==> src/rtl/brg_pkg.sv <==
package brg_pkg;
  // Control word layout
  localparam int CTL_W       = 32;
  localparam int CNT_W       = 12;
  localparam int BIT_PRE16   = 0;
  localparam int CNT_LSB     = 1;
  localparam int SRC_LSB     = 14;
  localparam int BIT_ENABLE  = 16;
  localparam int BIT_RESTART = 17;
  localparam int PRE_RATIO   = 16;
  localparam int NUM_PINS    = 4;

  typedef enum logic [1:0] {
    SRC_REF     = 2'd0,
    SRC_EXT_A   = 2'd1,
    SRC_EXT_B   = 2'd2,
    SRC_REF_ALT = 2'd3
  } src_e;

  typedef struct packed {
    logic             restart;
    logic             enable;
    src_e             src;
    logic [CNT_W-1:0] count;
    logic             pre16;
  } ctl_t;

  function automatic ctl_t decode_ctl(input logic [CTL_W-1:0] w);
    ctl_t c;
    c.pre16   = w[BIT_PRE16];
    c.count   = w[CNT_LSB +: CNT_W];
    c.src     = src_e'(w[SRC_LSB +: 2]);
    c.enable  = w[BIT_ENABLE];
    c.restart = w[BIT_RESTART];
    return c;
  endfunction
endpackage

==> src/rtl/brg_src_sel.sv <==
module brg_src_sel
  import brg_pkg::*;
#(
  parameter int CHAN_IDX    = 1,
  parameter int SYNC_STAGES = 2
) (
  input  logic                clk,
  input  logic                rst_n,
  input  logic                enable_i,
  input  src_e                src_i,
  input  logic [NUM_PINS-1:0] pin_i,
  output logic                tick_o
);
  // Channels 3,4,7,8 take the upper pin pair
  localparam bit UPPER_GRP = (((CHAN_IDX - 1) >> 1) & 1) == 1;
  localparam int PIN_A = UPPER_GRP ? 2 : 0;
  localparam int PIN_B = UPPER_GRP ? 3 : 1;

  logic [NUM_PINS-1:0] rise;

  for (genvar p = 0; p < NUM_PINS; p++) begin : g_pin
    logic [SYNC_STAGES:0] sh_q;
    always_ff @(posedge clk or negedge rst_n) begin
      if (!rst_n) sh_q <= '0;
      else        sh_q <= {sh_q[SYNC_STAGES-1:0], pin_i[p]};
    end
    assign rise[p] = sh_q[SYNC_STAGES-1] & ~sh_q[SYNC_STAGES];

    // An edge detector cannot report two edges in a row
    p_edge_gap_r4: assert property (@(posedge clk) disable iff (!rst_n)
      rise[p] |=> !rise[p]);
  end

  always_comb begin
    unique case (src_i)
      SRC_EXT_A: tick_o = enable_i & rise[PIN_A];
      SRC_EXT_B: tick_o = enable_i & rise[PIN_B];
      default:   tick_o = enable_i;
    endcase
  end
endmodule

==> src/rtl/brg_prescale.sv <==
module brg_prescale #(
  parameter int RATIO = 16
) (
  input  logic clk,
  input  logic rst_n,
  input  logic clr_i,
  input  logic bypass_n_i,
  input  logic tick_i,
  output logic tick_o
);
  localparam int PW = $clog2(RATIO);
  localparam logic [PW-1:0] LAST = PW'(RATIO - 1);

  logic [PW-1:0] pcnt_q;

  always_ff @(posedge clk or negedge rst_n) begin
    if (!rst_n)                       pcnt_q <= '0;
    else if (clr_i)                   pcnt_q <= '0;
    else if (tick_i && bypass_n_i)    pcnt_q <= (pcnt_q == LAST) ? '0 : pcnt_q + 1'b1;
  end

  assign tick_o = bypass_n_i ? (tick_i && pcnt_q == LAST) : tick_i;

  // With the prescaler in, output ticks are never back to back
  p_pre_gap_r2: assert property (@(posedge clk) disable iff (!rst_n)
    (bypass_n_i && tick_o) |=> !tick_o);
endmodule

==> src/rtl/brg_divcnt.sv <==
module brg_divcnt #(
  parameter int CW = 12
) (
  input  logic          clk,
  input  logic          rst_n,
  input  logic          clr_i,
  input  logic          tick_i,
  input  logic [CW-1:0] lim_i,
  output logic          tgl_o
);
  logic [CW-1:0] cnt_q;
  logic [CW-1:0] lim_q;
  logic          out_q;
  logic          term;

  assign term = tick_i && (cnt_q == lim_q);

  always_ff @(posedge clk or negedge rst_n) begin
    if (!rst_n) begin
      cnt_q <= '0;
      lim_q <= '0;
      out_q <= 1'b0;
    end else if (clr_i) begin
      cnt_q <= '0;
      lim_q <= lim_i;
      out_q <= 1'b0;
    end else if (term) begin
      cnt_q <= '0;
      lim_q <= lim_i;   // new count adopted only at terminal count
      out_q <= ~out_q;
    end else if (tick_i) begin
      cnt_q <= cnt_q + 1'b1;
    end
  end

  assign tgl_o = out_q;

  p_cnt_bound_r1: assert property (@(posedge clk) disable iff (!rst_n)
    cnt_q <= lim_q);
  p_no_tick_hold_r6: assert property (@(posedge clk) disable iff (!rst_n)
    (!tick_i && !clr_i) |=> $stable(out_q));
  p_reload_r7: assert property (@(posedge clk) disable iff (!rst_n)
    (!clr_i && !term) |=> $stable(lim_q));
endmodule

==> src/rtl/brg_channel.sv <==
module brg_channel
  import brg_pkg::*;
#(
  parameter int CHAN_IDX    = 1,
  parameter int SYNC_STAGES = 2
) (
  input  logic                clk,
  input  logic                rst_n,
  input  logic                cfg_wr,
  input  logic [CTL_W-1:0]    cfg_wdata,
  output logic [CTL_W-1:0]    cfg_rdata,
  input  logic [NUM_PINS-1:0] ext_pin,
  output logic                brg_out
);
  logic [CTL_W-1:0] ctl_q;
  ctl_t             ctl;
  logic             src_tick;
  logic             div_tick;

  always_ff @(posedge clk or negedge rst_n) begin
    if (!rst_n)      ctl_q <= '0;
    else if (cfg_wr) ctl_q <= cfg_wdata;
  end

  assign ctl       = decode_ctl(ctl_q);
  assign cfg_rdata = ctl_q;

  brg_src_sel #(
    .CHAN_IDX   (CHAN_IDX),
    .SYNC_STAGES(SYNC_STAGES)
  ) u_src (
    .clk     (clk),
    .rst_n   (rst_n),
    .enable_i(ctl.enable & ~ctl.restart),
    .src_i   (ctl.src),
    .pin_i   (ext_pin),
    .tick_o  (src_tick)
  );

  brg_prescale #(
    .RATIO(PRE_RATIO)
  ) u_pre (
    .clk       (clk),
    .rst_n     (rst_n),
    .clr_i     (ctl.restart),
    .bypass_n_i(ctl.pre16),
    .tick_i    (src_tick),
    .tick_o    (div_tick)
  );

  brg_divcnt #(
    .CW(CNT_W)
  ) u_cnt (
    .clk   (clk),
    .rst_n (rst_n),
    .clr_i (ctl.restart),
    .tick_i(div_tick),
    .lim_i (ctl.count),
    .tgl_o (brg_out)
  );

  p_restart_low_r5: assert property (@(posedge clk) disable iff (!rst_n)
    ctl.restart |=> !brg_out);
  p_readback_r8: assert property (@(posedge clk) disable iff (!rst_n)
    cfg_wr |=> cfg_rdata == $past(cfg_wdata));
endmodule

==> config.mk <==
export PLATFORM = sky130hd
export DESIGN_NAME = brg_channel
export DESIGN_NICKNAME = d
export VERILOG_FILES = /design/src/rtl/brg_pkg.sv /design/src/rtl/brg_src_sel.sv /design/src/rtl/brg_prescale.sv /design/src/rtl/brg_divcnt.sv /design/src/rtl/brg_channel.sv
export SDC_FILE = /design/constraint.sdc
export NUM_CORES = 1
export LEC_CHECK = 0
export BUFFER_PORTS_ARGS = -buffer_cell sky130_fd_sc_hd__buf_2
export CAP_MARGIN = 5
export CORE_ASPECT_RATIO = 1.1
export CORE_UTILIZATION = 57
export CTS_CLUSTER_SIZE = 30
export DETAILED_ROUTE_END_ITERATION = 6
export GPL_TIMING_DRIVEN = 0
export PLACE_DENSITY = 0.84
export SLEW_MARGIN = 20
export SYNTH_ARGS = -nofsm -noshare
export SYNTH_HDL_FRONTEND = slang
export SYNTH_HIERARCHICAL = 1
export SYNTH_SLANG_ARGS = --single-unit
export TNS_END_PERCENT = 10
==> constraint.sdc <==
create_clock -name clk -period 3.92 [get_ports clk]
set_input_delay 0.392 -clock clk [delete_from_list [all_inputs] [get_ports clk]]
set_output_delay 0.392 -clock clk [all_outputs]
set_load 0.02 [all_outputs]
==> results.tsv <==
stage	metric	value	unit
logic_synthesis	number of synthesized flops with an enable pin	0	
logic_synthesis	synth unique cells	31	
status	failing checks	design-rule violations	
timing	Max Fclk	341	MHz
final_layout	final cell count without fillers	359	
clock_tree	clock sink count	67	
timing	Slew Limit Fails	0	
timing	Worst-Margin Slew	0.522	ns
power_and_ir_drop	Clock Power Share	36.0	%
power_and_ir_drop	Gate power share	16.2	%
drt	DRT iter0 DRCs	128	
logic_synthesis	Mapped Avg Cell Area	14.0	um2
grt	number of global-route vias before repair	2018	
clock_tree	CTS tree	yes	
placed_design	Detailed Place HPWL	4090	um
logic_synthesis	Mapped Area	3010	um2
clock_tree	post-CTS setup buffers	0	
final_layout	Synth-to-Final Area Change	21.7	%
timing	Final Skew	0.00825	ns
worst_hold_path	Hold WC Path Type	in -> reg	
die	Initial Util	59.8	%
clock_tree	H-tree depth	3	
power_and_ir_drop	pwr/cell area	460	nW/um2
grt	largest net degree at the start of global routing	45	
job	max-cap viol count	0	
logic_synthesis	Synth top cells by count	dfrtp_1, mux2_4, xnor2_1	
final_layout	layout cell share with drive strength beyond 1	44.9	%
die	Die Area	5580	um2
final_layout	n_diodes	0	
timing	Final period util	74.8	%
power_and_ir_drop	switching portion of total power	25.7	%
power_and_ir_drop	Flop pwr share	47.7	%
timing	Hold Fails Final Rpt	0	
power_and_ir_drop	P_leak	1.73	nW
die	FP Rows	27	
drt	per-cell routed wire length	15.8	um
die	Die Height	78.2	um
worst_setup_path	Critical Path End Type	flop	
placed_design	I/O Buffers	68	
logic_synthesis	Synth async-reset ratio	100	%
final_layout	fin area	3670	um2
timing	hold slack	0.150	ns
worst_hold_path	Hold Crit Start	ext_pin[1]	
power_and_ir_drop	Net Switching	0.434	mW
placed_design	dpl cell area	3450	um2
clock_tree	Clock Tree Root	clkbuf_8	
power_and_ir_drop	Int Pwr	1.25	mW
timing	Max-slew headroom	64.9	%
timing	Final WS setup	0.987	ns
grt	GRT Overall Usage	23.5	%
logic_synthesis	Synth top area share	55.7	%
timing	final setup TNS	0	ns
timing	minimum clock period	2.93	ns
clock_tree	CTS clock-pin slew for the worst setup and hold paths	0.07	ns
timing	unrepaired setup endpoints after global routing	no	
placed_design	Post-Place Setup Slack	1.05	ns
logic_synthesis	register area share after synthesis	55.7	%
logic_synthesis	cell with the most instances after synthesis	dfrtp_1	
drt	Initial DRT Pass Iterations	6	
grt	gr ovfl total	0	
drt	Vias	1946	
clock_tree	clock latency on the worst-skew pair	0.34	ns
final_layout	NumNets Final	338	
clock_tree	post-CTS sizing	0	
logic_synthesis	Synth area leaders	dfrtp_1, mux2_4, xnor2_1, mux2_2, buf_12	
logic_synthesis	flops & latches, synth	67	
power_and_ir_drop	Peak VDD IR	0.328	mV
worst_setup_path	Critical Path RT	4.14	ns
die	number of top-level pins	72	
logic_synthesis	YS warnings	6	
worst_setup_path	Crit path arrival time	3.16	ns
logic_synthesis	Cells after Synth	215	
worst_setup_path	Setup Crit Path Kind	reg -> reg	
placed_design	Final Wtd Congestion	0.829	
logic_synthesis	syn_nets	257	
die	Die W	71.3	um
clock_tree	Clock Tree Buf Depth	2	
grt	antenna violations before repair	0	
final_layout	Filler cells	316	
placed_design	Placed Cells	342	
timing	final setup fails	0	
logic_synthesis	Main synth FF type	dfrtp_1	
status	status	finished, violations left	
worst_setup_path	Max Fanout on Critical Path	10	
drt	vias per inst	5.42	
clock_tree	CTS buffer count	9	
die	Core Box Area	5030	um2
clock_tree	Hold-fix buffers, CTS	1	
drt	Total Routed Length	5680	um
drt	remaining routing DRC violations	2	
drt	DRT antenna net count	0	
worst_setup_path	Critical Path Start	cfg_rdata[14]	
logic_synthesis	area leader, netlist	dfrtp_1	
worst_setup_path	Reg-to-Reg Start	cfg_rdata[14]	
worst_setup_path	crit start category	flop	
grt	global-route wire length before repair	9760	um
[path summary, 6_finish.rpt]
| check | depth (start not counted) | end | slack [ns] |
|---|---|---|---|
| max in group asynchronous | 3 | u_cnt/cnt_q[4] | 2.89 |
| min in group asynchronous | 2 | cfg_rdata[28] | 0.50 |
| worst max register to register | 10 | u_cnt/lim_q[4] | 0.99 |
| worst min register to register | 0 | u_src/g_pin[1].sh_q[1] | 0.36 |
| worst min-delay path | 1 | u_src/g_pin[1].sh_q[0] | 0.15 |
| worst max-delay path | 10 | u_cnt/lim_q[4] | 0.99 |
[state kept, by name, summed over array words and instances (netlist names)]
signal	cells
u_src/g_pin.sh_q	6
cfg_rdata	32
u_cnt/lim_q	12
u_pre/pcnt_q	4
u_cnt/cnt_q	12
u_cnt/tgl_o	1
[power by group through the flow]
stage                     logic, mW  clock network, mW  registers [mW]
after detailed placement      0.274                  0           0.817
after floorplan               0.143                  0           0.847
final                         0.274              0.608           0.805
after global placement        0.263                  0           0.813
after CTS                     0.277              0.616           0.805
after global routing          0.294              0.650           0.814
[cells in the final DEF, fill, tap and decap left out, drive strengths merged, types with 3 or more instances in the layout]
cell / instances
nand3: 8
xor2: 4
inv: 7
dfrtp: 67
nor3: 4
a21oi: 5
nand4: 6
buf: 76
nor4: 4
xnor2: 18
clkbuf: 12
nor2: 12
mux2: 45
nand2: 9
ha: 3
[layer usage]
metal / global-route usage (%) / part of all wire [%]
met1: 29.9 / 45
met2: 36.9 / 50
met3: 5.91 / 3.7
met4: 13.0 / 1.4
met5: 0 / 0
[through the flow]
step                power, mW  utilization [%]
floorplan               0.991                -
finish                   1.69             72.8
detailed placement       1.09             68.5
CTS                      1.70             72.8
global placement         1.08             68.0
global route             1.76             72.8
[logic make-up (layout without fill, tap and decap cells)]
| group | Yosys count | after routing | share of synthesized area (%) |
|---|---|---|---|
| DFF | 67 | 67 | 55.7 |
| buffers and inverters | 15 | 101 | 4.36 |
| AOI/OAI and AO/OA | 13 | 13 | 3.41 |
| muxes | 45 | 45 | 20.6 |
| and+or+nand+nor | 50 | 50 | 8.35 |
| adders and majority gates | 3 | 3 | 1.25 |
| xor gates and xnor gates | 22 | 22 | 6.40 |
[worst max-delay path: stages (launching register included)]
cell and delay [ns]:
dfrtp_1 0.38, inv_1 0.05, ha_1 0.20, nor3b_1 0.22, o31a_1 0.23, a21boi_0 0.19, clkbuf_1 0.39, nand2_1 0.20
o41ai_4 0.37, buf_6 0.23, mux2_2 0.34
[cell type report]
| class | instances | area, um2 | area share (%) |
|---|---|---|---|
| inverters | 7 | 26.3 | 0.717 |
| clock buffers | 11 | 131 | 3.58 |
| multi-input cells | 133 | 1200 | 32.8 |
| clock inverters | 5 | 77.6 | 2.12 |
| well taps | 58 | 72.6 | 1.98 |
| flip-flops and latches | 67 | 1680 | 45.7 |
| repair buffers | 70 | 373 | 10.2 |
| plain buffers | 8 | 105 | 2.87 |
(Power assumes the default switching activity.)
